### config.mk
export PLATFORM = sky130hd
export DESIGN_NAME = ecc_page_gen
export DESIGN_NICKNAME = d
export VERILOG_FILES = /design/src/rtl/ecc_page_pkg.sv /design/src/rtl/ecc_byte_par.sv /design/src/rtl/ecc_line_upd.sv /design/src/rtl/ecc_rd_fmt.sv /design/src/rtl/ecc_page_gen.sv
export SDC_FILE = /design/constraint.sdc
export NUM_CORES = 1
export LEC_CHECK = 0
export ABC_AREA = 1
export CAP_MARGIN = 0
export CORE_MARGIN = 2
export CORE_UTILIZATION = 45
export CTS_CLUSTER_SIZE = 30
export DETAILED_ROUTE_END_ITERATION = 6
export PLACE_DENSITY = 0.73
export REMOVE_ABC_BUFFERS = 1
export SKIP_CTS_REPAIR_TIMING = 1
export SYNTH_ARGS = -nofsm -noshare
export SYNTH_HDL_FRONTEND = slang
export SYNTH_HIERARCHICAL = 1
export SYNTH_SLANG_ARGS = --single-unit
### constraint.sdc
create_clock -name clk -period 1.4 [get_ports clk]
set_clock_uncertainty 0.05 [all_clocks]
set_input_delay 0.14 -clock clk [delete_from_list [all_inputs] [get_ports clk]]
set_output_delay 0.14 -clock clk [all_outputs]
set_load 0.02 [all_outputs]
### src/rtl/ecc_page_pkg.sv
package ecc_page_pkg;
    localparam int BYTE_W = 8;
    localparam int COL_W  = 6;
    localparam int LP_PAD = 16;

    localparam int OFF_WORD = 0;
    localparam int OFF_LHI  = 1;
    localparam int OFF_LLO  = 2;
    localparam int OFF_COL  = 3;
    localparam int OFF_CTL  = 5;

    localparam int CTL_EN  = 0;
    localparam int CTL_CLR = 1;
    localparam int CTL_POL = 2;

    // Bit b belongs to column group k when bit (k/2) of b equals k%2.
    function automatic logic [BYTE_W-1:0] col_mask(input int k);
        logic [BYTE_W-1:0] m;
        m = '0;
        for (int b = 0; b < BYTE_W; b++) begin
            m[b] = (((b >> (k / 2)) & 1) == (k % 2));
        end
        return m;
    endfunction
endpackage

### src/rtl/ecc_byte_par.sv
module ecc_byte_par
    import ecc_page_pkg::*;
(
    input  logic [BYTE_W-1:0] byte_in,
    output logic [COL_W-1:0]  col_out,
    output logic              par_out
);
    for (genvar k = 0; k < COL_W; k++) begin : g_col
        localparam logic [BYTE_W-1:0] MASK = col_mask(k);
        assign col_out[k] = ^(byte_in & MASK);
    end
    assign par_out = ^byte_in;
endmodule

### src/rtl/ecc_line_upd.sv
module ecc_line_upd #(
    parameter int IDX_W = 8
) (
    input  logic [IDX_W-1:0]   idx,
    input  logic               par,
    input  logic [2*IDX_W-1:0] line_in,
    output logic [2*IDX_W-1:0] line_out
);
    for (genvar k = 0; k < IDX_W; k++) begin : g_pair
        assign line_out[2*k+1] = line_in[2*k+1] ^ (par &  idx[k]);
        assign line_out[2*k]   = line_in[2*k]   ^ (par & ~idx[k]);
    end
endmodule

### src/rtl/ecc_rd_fmt.sv
module ecc_rd_fmt
    import ecc_page_pkg::*;
#(
    parameter int LINE_W = 16,
    parameter int ADDR_W = 4,
    parameter int WORD_W = 32
) (
    input  logic [LINE_W-1:0] line,
    input  logic [COL_W-1:0]  col,
    input  logic              en,
    input  logic              pol,
    input  logic [BYTE_W-1:0] sts,
    input  logic [ADDR_W-1:0] addr,
    output logic [WORD_W-1:0] data
);
    logic [LP_PAD-1:0] line_pad;
    logic [BYTE_W-1:0] b_lhi;
    logic [BYTE_W-1:0] b_llo;
    logic [BYTE_W-1:0] b_col;
    logic [BYTE_W-1:0] b_ctl;

    always_comb begin
        for (int b = 0; b < LP_PAD; b++) begin
            line_pad[b] = (b < LINE_W) ? line[b] : 1'b0;
        end
        b_lhi = line_pad[15:8] ^ {BYTE_W{pol}};
        b_llo = line_pad[7:0]  ^ {BYTE_W{pol}};
        b_col = {col ^ {COL_W{pol}}, {2{pol}}};
        b_ctl = '0;
        b_ctl[CTL_EN]  = en;
        b_ctl[CTL_POL] = pol;
        data = '0;
        case (int'(addr))
            OFF_WORD: data = WORD_W'({b_col, b_llo, b_lhi, sts});
            OFF_LHI:  data = WORD_W'(b_lhi);
            OFF_LLO:  data = WORD_W'(b_llo);
            OFF_COL:  data = WORD_W'(b_col);
            OFF_CTL:  data = WORD_W'(b_ctl);
            default:  data = '0;
        endcase
    end
endmodule

### src/rtl/ecc_page_gen.sv
module ecc_page_gen
    import ecc_page_pkg::*;
#(
    parameter int CHUNK_LOG2 = 8,
    parameter int ADDR_W     = 4,
    parameter int WORD_W     = 32
) (
    input  logic              clk,
    input  logic              rst_n,
    input  logic              dat_vld,
    input  logic [7:0]        dat_byte,
    input  logic              wr_en,
    input  logic [ADDR_W-1:0] wr_addr,
    input  logic [7:0]        wr_data,
    input  logic [ADDR_W-1:0] rd_addr,
    output logic [WORD_W-1:0] rd_data,
    input  logic [7:0]        sts_in
);
    localparam int CHUNK  = 1 << CHUNK_LOG2;
    localparam int CNT_W  = CHUNK_LOG2 + 1;
    localparam int LINE_W = 2 * CHUNK_LOG2;

    typedef struct packed {
        logic [CNT_W-1:0]  cnt;
        logic [LINE_W-1:0] line;
        logic [COL_W-1:0]  col;
        logic              en;
        logic              pol;
    } st_t;

    st_t st_d, st_q;

    logic [COL_W-1:0]  byte_col;
    logic              byte_par;
    logic [LINE_W-1:0] line_upd;

    logic [CNT_W-1:0]  cnt_q;
    logic [LINE_W-1:0] line_q;
    logic [COL_W-1:0]  col_q;
    logic              en_q;
    logic              pol_q;

    assign cnt_q  = st_q.cnt;
    assign line_q = st_q.line;
    assign col_q  = st_q.col;
    assign en_q   = st_q.en;
    assign pol_q  = st_q.pol;

    ecc_byte_par u_par (
        .byte_in (dat_byte),
        .col_out (byte_col),
        .par_out (byte_par)
    );

    ecc_line_upd #(.IDX_W(CHUNK_LOG2)) u_line (
        .idx      (st_q.cnt[CHUNK_LOG2-1:0]),
        .par      (byte_par),
        .line_in  (st_q.line),
        .line_out (line_upd)
    );

    ecc_rd_fmt #(.LINE_W(LINE_W), .ADDR_W(ADDR_W), .WORD_W(WORD_W)) u_fmt (
        .line (st_q.line),
        .col  (st_q.col),
        .en   (st_q.en),
        .pol  (st_q.pol),
        .sts  (sts_in),
        .addr (rd_addr),
        .data (rd_data)
    );

    logic ctl_wr;
    logic clr;
    logic take;

    always_comb begin
        st_d   = st_q;
        ctl_wr = wr_en && (wr_addr == ADDR_W'(OFF_CTL));
        clr    = ctl_wr && wr_data[CTL_CLR];
        take   = dat_vld && st_q.en && (st_q.cnt < CNT_W'(CHUNK)) && !clr;
        if (ctl_wr) begin
            st_d.en  = wr_data[CTL_EN];
            st_d.pol = wr_data[CTL_POL];
        end
        if (clr) begin
            st_d.cnt  = '0;
            st_d.line = '0;
            st_d.col  = '0;
        end else if (take) begin
            st_d.cnt  = st_q.cnt + 1'b1;
            st_d.line = line_upd;
            st_d.col  = st_q.col ^ byte_col;
        end
    end

    always_ff @(posedge clk or negedge rst_n) begin
        if (!rst_n) begin
            st_q <= '0;
        end else begin
            st_q <= st_d;
        end
    end
endmodule

# After elaboration in Yosys (flattened, before gate mapping)
# Cells that the tools add are included.
# op_classes
add_sub_neg	1
n_lt_le_gt_ge	1
n_reduce_logical	15
eq_ne	5
mux	3
bitwise	44
# ops
operator	count
one-hot mux 32 bit (5 select lines)	1
two-way mux 31 bit	2
parity 8 bit	7
AND 1 bit	16
XOR 1 bit	16
XOR 8 bit	2
XOR 6 bit	2
adder 9 x 1 -> 9 bit, second input constant	1
less-than comparator 9 bit, second input constant	1
equality test 4 x 2 -> 1 bit, second input constant	2
equality test 4 x 3 -> 1 bit, second input constant	2
NOT 1 bit	8
logical AND 1 bit	5
equality test 4 x 1 -> 1 bit, second input constant	1
logical NOT 4 bit	1
nonzero test 2 bit	1
logical NOT 1 bit	1
# word_totals
regBits	33
output_inout_bits	32

# Logic depth before layout (Yosys ltp)
# Gate-level depths: netlist (run 1).
# depth
ltp_word	7
ltp_mapped	16

# Hierarchy
# The synthesis (run 1) kept the hierarchy.
# by_module_without_submodules
mod	seq_area_each_um2	instances	cells_per_inst	area_each_um2
ecc_page_gen	825.8	1	225	1695.4
ecc_rd_fmt	0.0	1	146	713.2
ecc_line_upd	0.0	1	91	384.1
ecc_byte_par	0.0	1	48	255.2

# Worst setup path before layout (run 1)
# No wires, ideal clock.
# synth_path
kind	input port to output port
from	input port rd_addr[3]
to	output port rd_data[25]
arrival_ns	1.147
path_slack_ns	0.063
required_time_ns	1.210
n_path_buf	3
path_stages	6
cell_sequence	nor2_4 -> nand2_2 -> buf_6 -> buf_6 -> nor2_1 -> buf_4
# synth_between
elab_chain_len	2
elab_cells_between_ends	6
cone_classes	4 x eq/ne; 1 x mux; 1 x reduce/logical
# synth_rtl
element	line	rtl
from (decl)	ecc_page_gen.sv:15	input logic [ADDR_W-1:0] rd_addr,
equality test 4 x 3 -> 1 bit (tied with other cells)	ecc_rd_fmt.sv:33	case (int'(addr))
one-hot mux 32 bit (5 select lines) (*)	ecc_rd_fmt.sv:33	
to (decl)	ecc_page_gen.sv:16	output logic [WORD_W-1:0] rd_data,
# Every way passes the cells marked *; elsewhere a longest branch is shown, timed or not.

# Worst setup path after layout (run 1)
# layout_path
from	register st_q (netlist bit pol_q)
to	output port rd_data[4]
# layout_between
elab_chain_len	2
elab_cells_between_ends	4
cone_classes	1 x mux; 3 x bitwise
# layout_rtl
element	line	rtl
from (decl)	ecc_page_gen.sv:31	st_t st_d, st_q;
from (signal assigned)	ecc_page_gen.sv:100	st_q <= st_d;
XOR 6 bit (tied with other cells)	ecc_rd_fmt.sv:28	b_col = {col ^ {COL_W{pol}}, {2{pol}}};
one-hot mux 32 bit (5 select lines) (*)	ecc_rd_fmt.sv:33	
# Marked as above.

==> metrics.md, run 1 <==
| Metric | Value |
|---|---|
| Outcome | finished with violations |
| Failing checks | setup timing |
| Clk_lat worst skew | 290 ps |
| EDFF count, synth | 0 |
| Routability cong. | between 0.9 and 1 |
| Worst-path clk slew | roughly 70 ps |
| First DRT Iteration DRCs | 283 |
| Num rows | 29 |
| Critical path fanouts, max | 11 |
| Setup crit end kind | output port |
| Die area | 0.00745 mm² |
| Cells on worst reg2reg path | 8 |
| Leakage power | 2.58 nW |
| Library cells used by synthesis | 23 |
| Post-DR vias/cell | 4.89 |
| Num Clock Sinks | 33 |
| WL final | 8.98 mm |
| # H-tree levels | 2 |
| Syn Inst Count | between 500 and 600 |
| Slowest stage delay, CP | ~470 ps |
| Pwr per Cell Area | 1310 mW/mm² |
| Asr flop ratio synth | 1.00 |
| Total CTS buffers | 5 |
| Data required time of the worst path | 1210 ps |
| Layout area overhead | 45.6% |
| Met2 wire len | 4.50 mm |
| HP Class | input port to async pin |
| Ys flop type | dfrtp_1 |
| Post-synth top area cell | dfrtp_1 |
| # setup viols final | 32 |
| Synthesized cell area | 0.00305 mm² |
| Max-cap violations | 0 |
| Share of Yosys cell area claimed by the top area cell type | 0.271 |
| Share of the yosys chip area belonging to registers | 0.271 |
| Die height | 86.3 µm |
| CTS tree | built |
| Port bufs | 62 |
| Tot GR Track Use | 0.232 |
| Ant diodes | 0 |
| CP startpoint kind | register |
| Largest net degree at the start of global routing | 37 |
| VDD IR-drop max | just over 0.7 mV |
| Syn Area/Cell | 5.98 µm² |
| Initial Utilization | 0.472 |
| Highest routed layer | met4 |
| Data arrival, critical path | roughly 1600 ps |
| Top cells by area, synth | dfrtp_1 (27%), nand2_1 (24%), inv_1 (9.6%) |
| Nets@finish | 664 |
| Antenna violations before repair | 0 |
| Worst path bufs/invs | 2 |
| R2R Setup Slk | around 60 ps |
| Final worst-path cycle share | 1.28 |
| Commonest non-fill, non-tap cell in the layout | nand2_1 |
| DRT met1 WL | around 3.6 mm |
| Reg2reg end | line_q[7] |
| Die Span X | about 86 µm |
| Residual DRC | 0 |
| Most frequent cells in the layout | nand2_1 (187), inv_1 (77), buf_4 (77) |
| Routed len/inst | 12.7 µm |
| Synthesis-stage register bit count | 33 |
| Layout cells sized above 1 | 0.260 |
| Clock Tree Buf Depth | 2 |
| Slew margin rel. | 0.759 |
| Gr ovfl total | 0 |
| Cells along the critical path | buf_12 > xnor2_2 > nor2_1 > nor2_1 > nand2_1 > dlymetal6s2s_1 |
| Root Driver | clkbuf_8 |
| Top delay family on crit path | flip-flops |
| Syn. warnings | 6 |
| RSZ-0062 raised after global routing | true |
| Worst reg2reg startpoint | en_q |
| Core Area | 0.00646 mm² |
| Final Hold Violating Endpoints | 0 |
| Slew Viols, Final | 0 |
| Detailed route wirelength on metal3 | 615 µm |
| F_max | 557 MHz |
| Fill count | roughly 560 |
| Fin crit period | 1800 ps |
| CP max-delay cell | dfrtp_2 |
| Hold slack | 170 ps |
| Antenna Violating Nets Remaining | 0 |
| I/O pin count | 68 |
| Setup TNS | -7380 ps |
| Fin worst setup slack | -396 ps |
| Critical path type | register to output port |
| Via Count | 3445 |
| Hpwl dp | 6.08 mm |
| Critical Path Most Common Cell | nor2_1 |
| Initial DRT Pass Iterations | 5 |
| Worst Tran Pin Value | 361 ps |
| First-pass GRT wire length | about 14 mm |
| Number of global-route vias before repair | 3240 |
-- cell usage after synthesis, types with 2 or more instances --
master	instances
nand2_1	192
buf_4	2
inv_1	78
xnor2_1	23
nand3_1	43
nor2_4	2
inv_2	3
nor2_1	76
buf_6	14
dfrtp_1	33
nand2_2	12
buf_2	3
xor2_1	10
a21oi_1	4
nand4_1	2
nor2_2	6
-- worst max path at each step --
| stage | cells after the start | end | slack, ps | from |
|---|---|---|---|---|
| after floorplan | 2 | rd_data[24] | -500 | pol_q |
| after global placement | 8 | rd_data[0] | -750 | rd_addr[1] |
| after detailed placement | 8 | rd_data[0] | -800 | rd_addr[1] |
| after CTS | 8 | rd_data[0] | -820 | rd_addr[1] |
| after global routing | 6 | rd_data[4] | -450 | pol_q |
| final | 6 | rd_data[4] | -400 | pol_q |
-- through the flow --
step / area, µm² / worst slack (ps) / util / std cells / power [mW]
2_1_floorplan: 2860 / -502 / - / 491 / 3.14
3_3_place_gp: 4120 / -751 / 0.638 / 692 / 4.28
3_5_place_dp: 4120 / -796 / 0.638 / 692 / 4.40
4_1_cts: 4230 / -819 / 0.656 / 700 / 5.37
5_1_grt: 4440 / -455 / 0.687 / 705 / 6.26
6_report: 4440 / -396 / 0.687 / 705 / 5.83
-- kinds of logic after synthesis --
kind of cell / after synthesis / synth area share
simple gates: 336 / 0.458
xor+xnor: 33 / 0.0948
buf+inv: 102 / 0.164
fa+ha+maj: 1 / 0.00410
flops: 33 / 0.271
compound gates: 5 / 0.00821
-- flip-flops by register name (all words and copies together) (netlist names) --
name    cells
cnt_q       9
col_q       6
en_q        1
line_q     16
pol_q       1
-- metal layers --
metal	global-route usage	vias to the layer above
met5	0	-
met4	0.0668	0
met3	0.0419	24
met2	0.419	144
met1	0.282	1545
li1	-	1732
-- where the power goes --
group | switching [mW] | total, mW | internal, mW
registers | 0.373 | 1.64 | 1.26
logic | 1.62 | 3.25 | 1.63
clock network | 0.366 | 0.946 | 0.581
total | 2.36 | 5.83 | 3.47
-- layout make-up --
class                      count  area (µm²)  area share
multi-input combinational    375        1920       0.432
timing repair buffer         129        1170       0.263
sequential                    33         827       0.186
inverter                      83         313      0.0705
tap                           77        96.3      0.0217
clock buffer                   7        86.3      0.0194
clock inverter                 1        30.0     0.00676
Note: power is estimated with default switching activity, not from simulation.
==> run 2, diff against run 1 <==
--- a/config.mk
+++ b/config.mk
@@ -14,6 +14,7 @@
 export PLACE_DENSITY = 0.73
 export REMOVE_ABC_BUFFERS = 1
 export SKIP_CTS_REPAIR_TIMING = 1
+export SLEW_MARGIN = 20
 export SYNTH_ARGS = -nofsm -noshare
 export SYNTH_HDL_FRONTEND = slang
 export SYNTH_HIERARCHICAL = 1
==> results of run 2 <==
Final layout, timing and power as in run 1 (identical DEF).
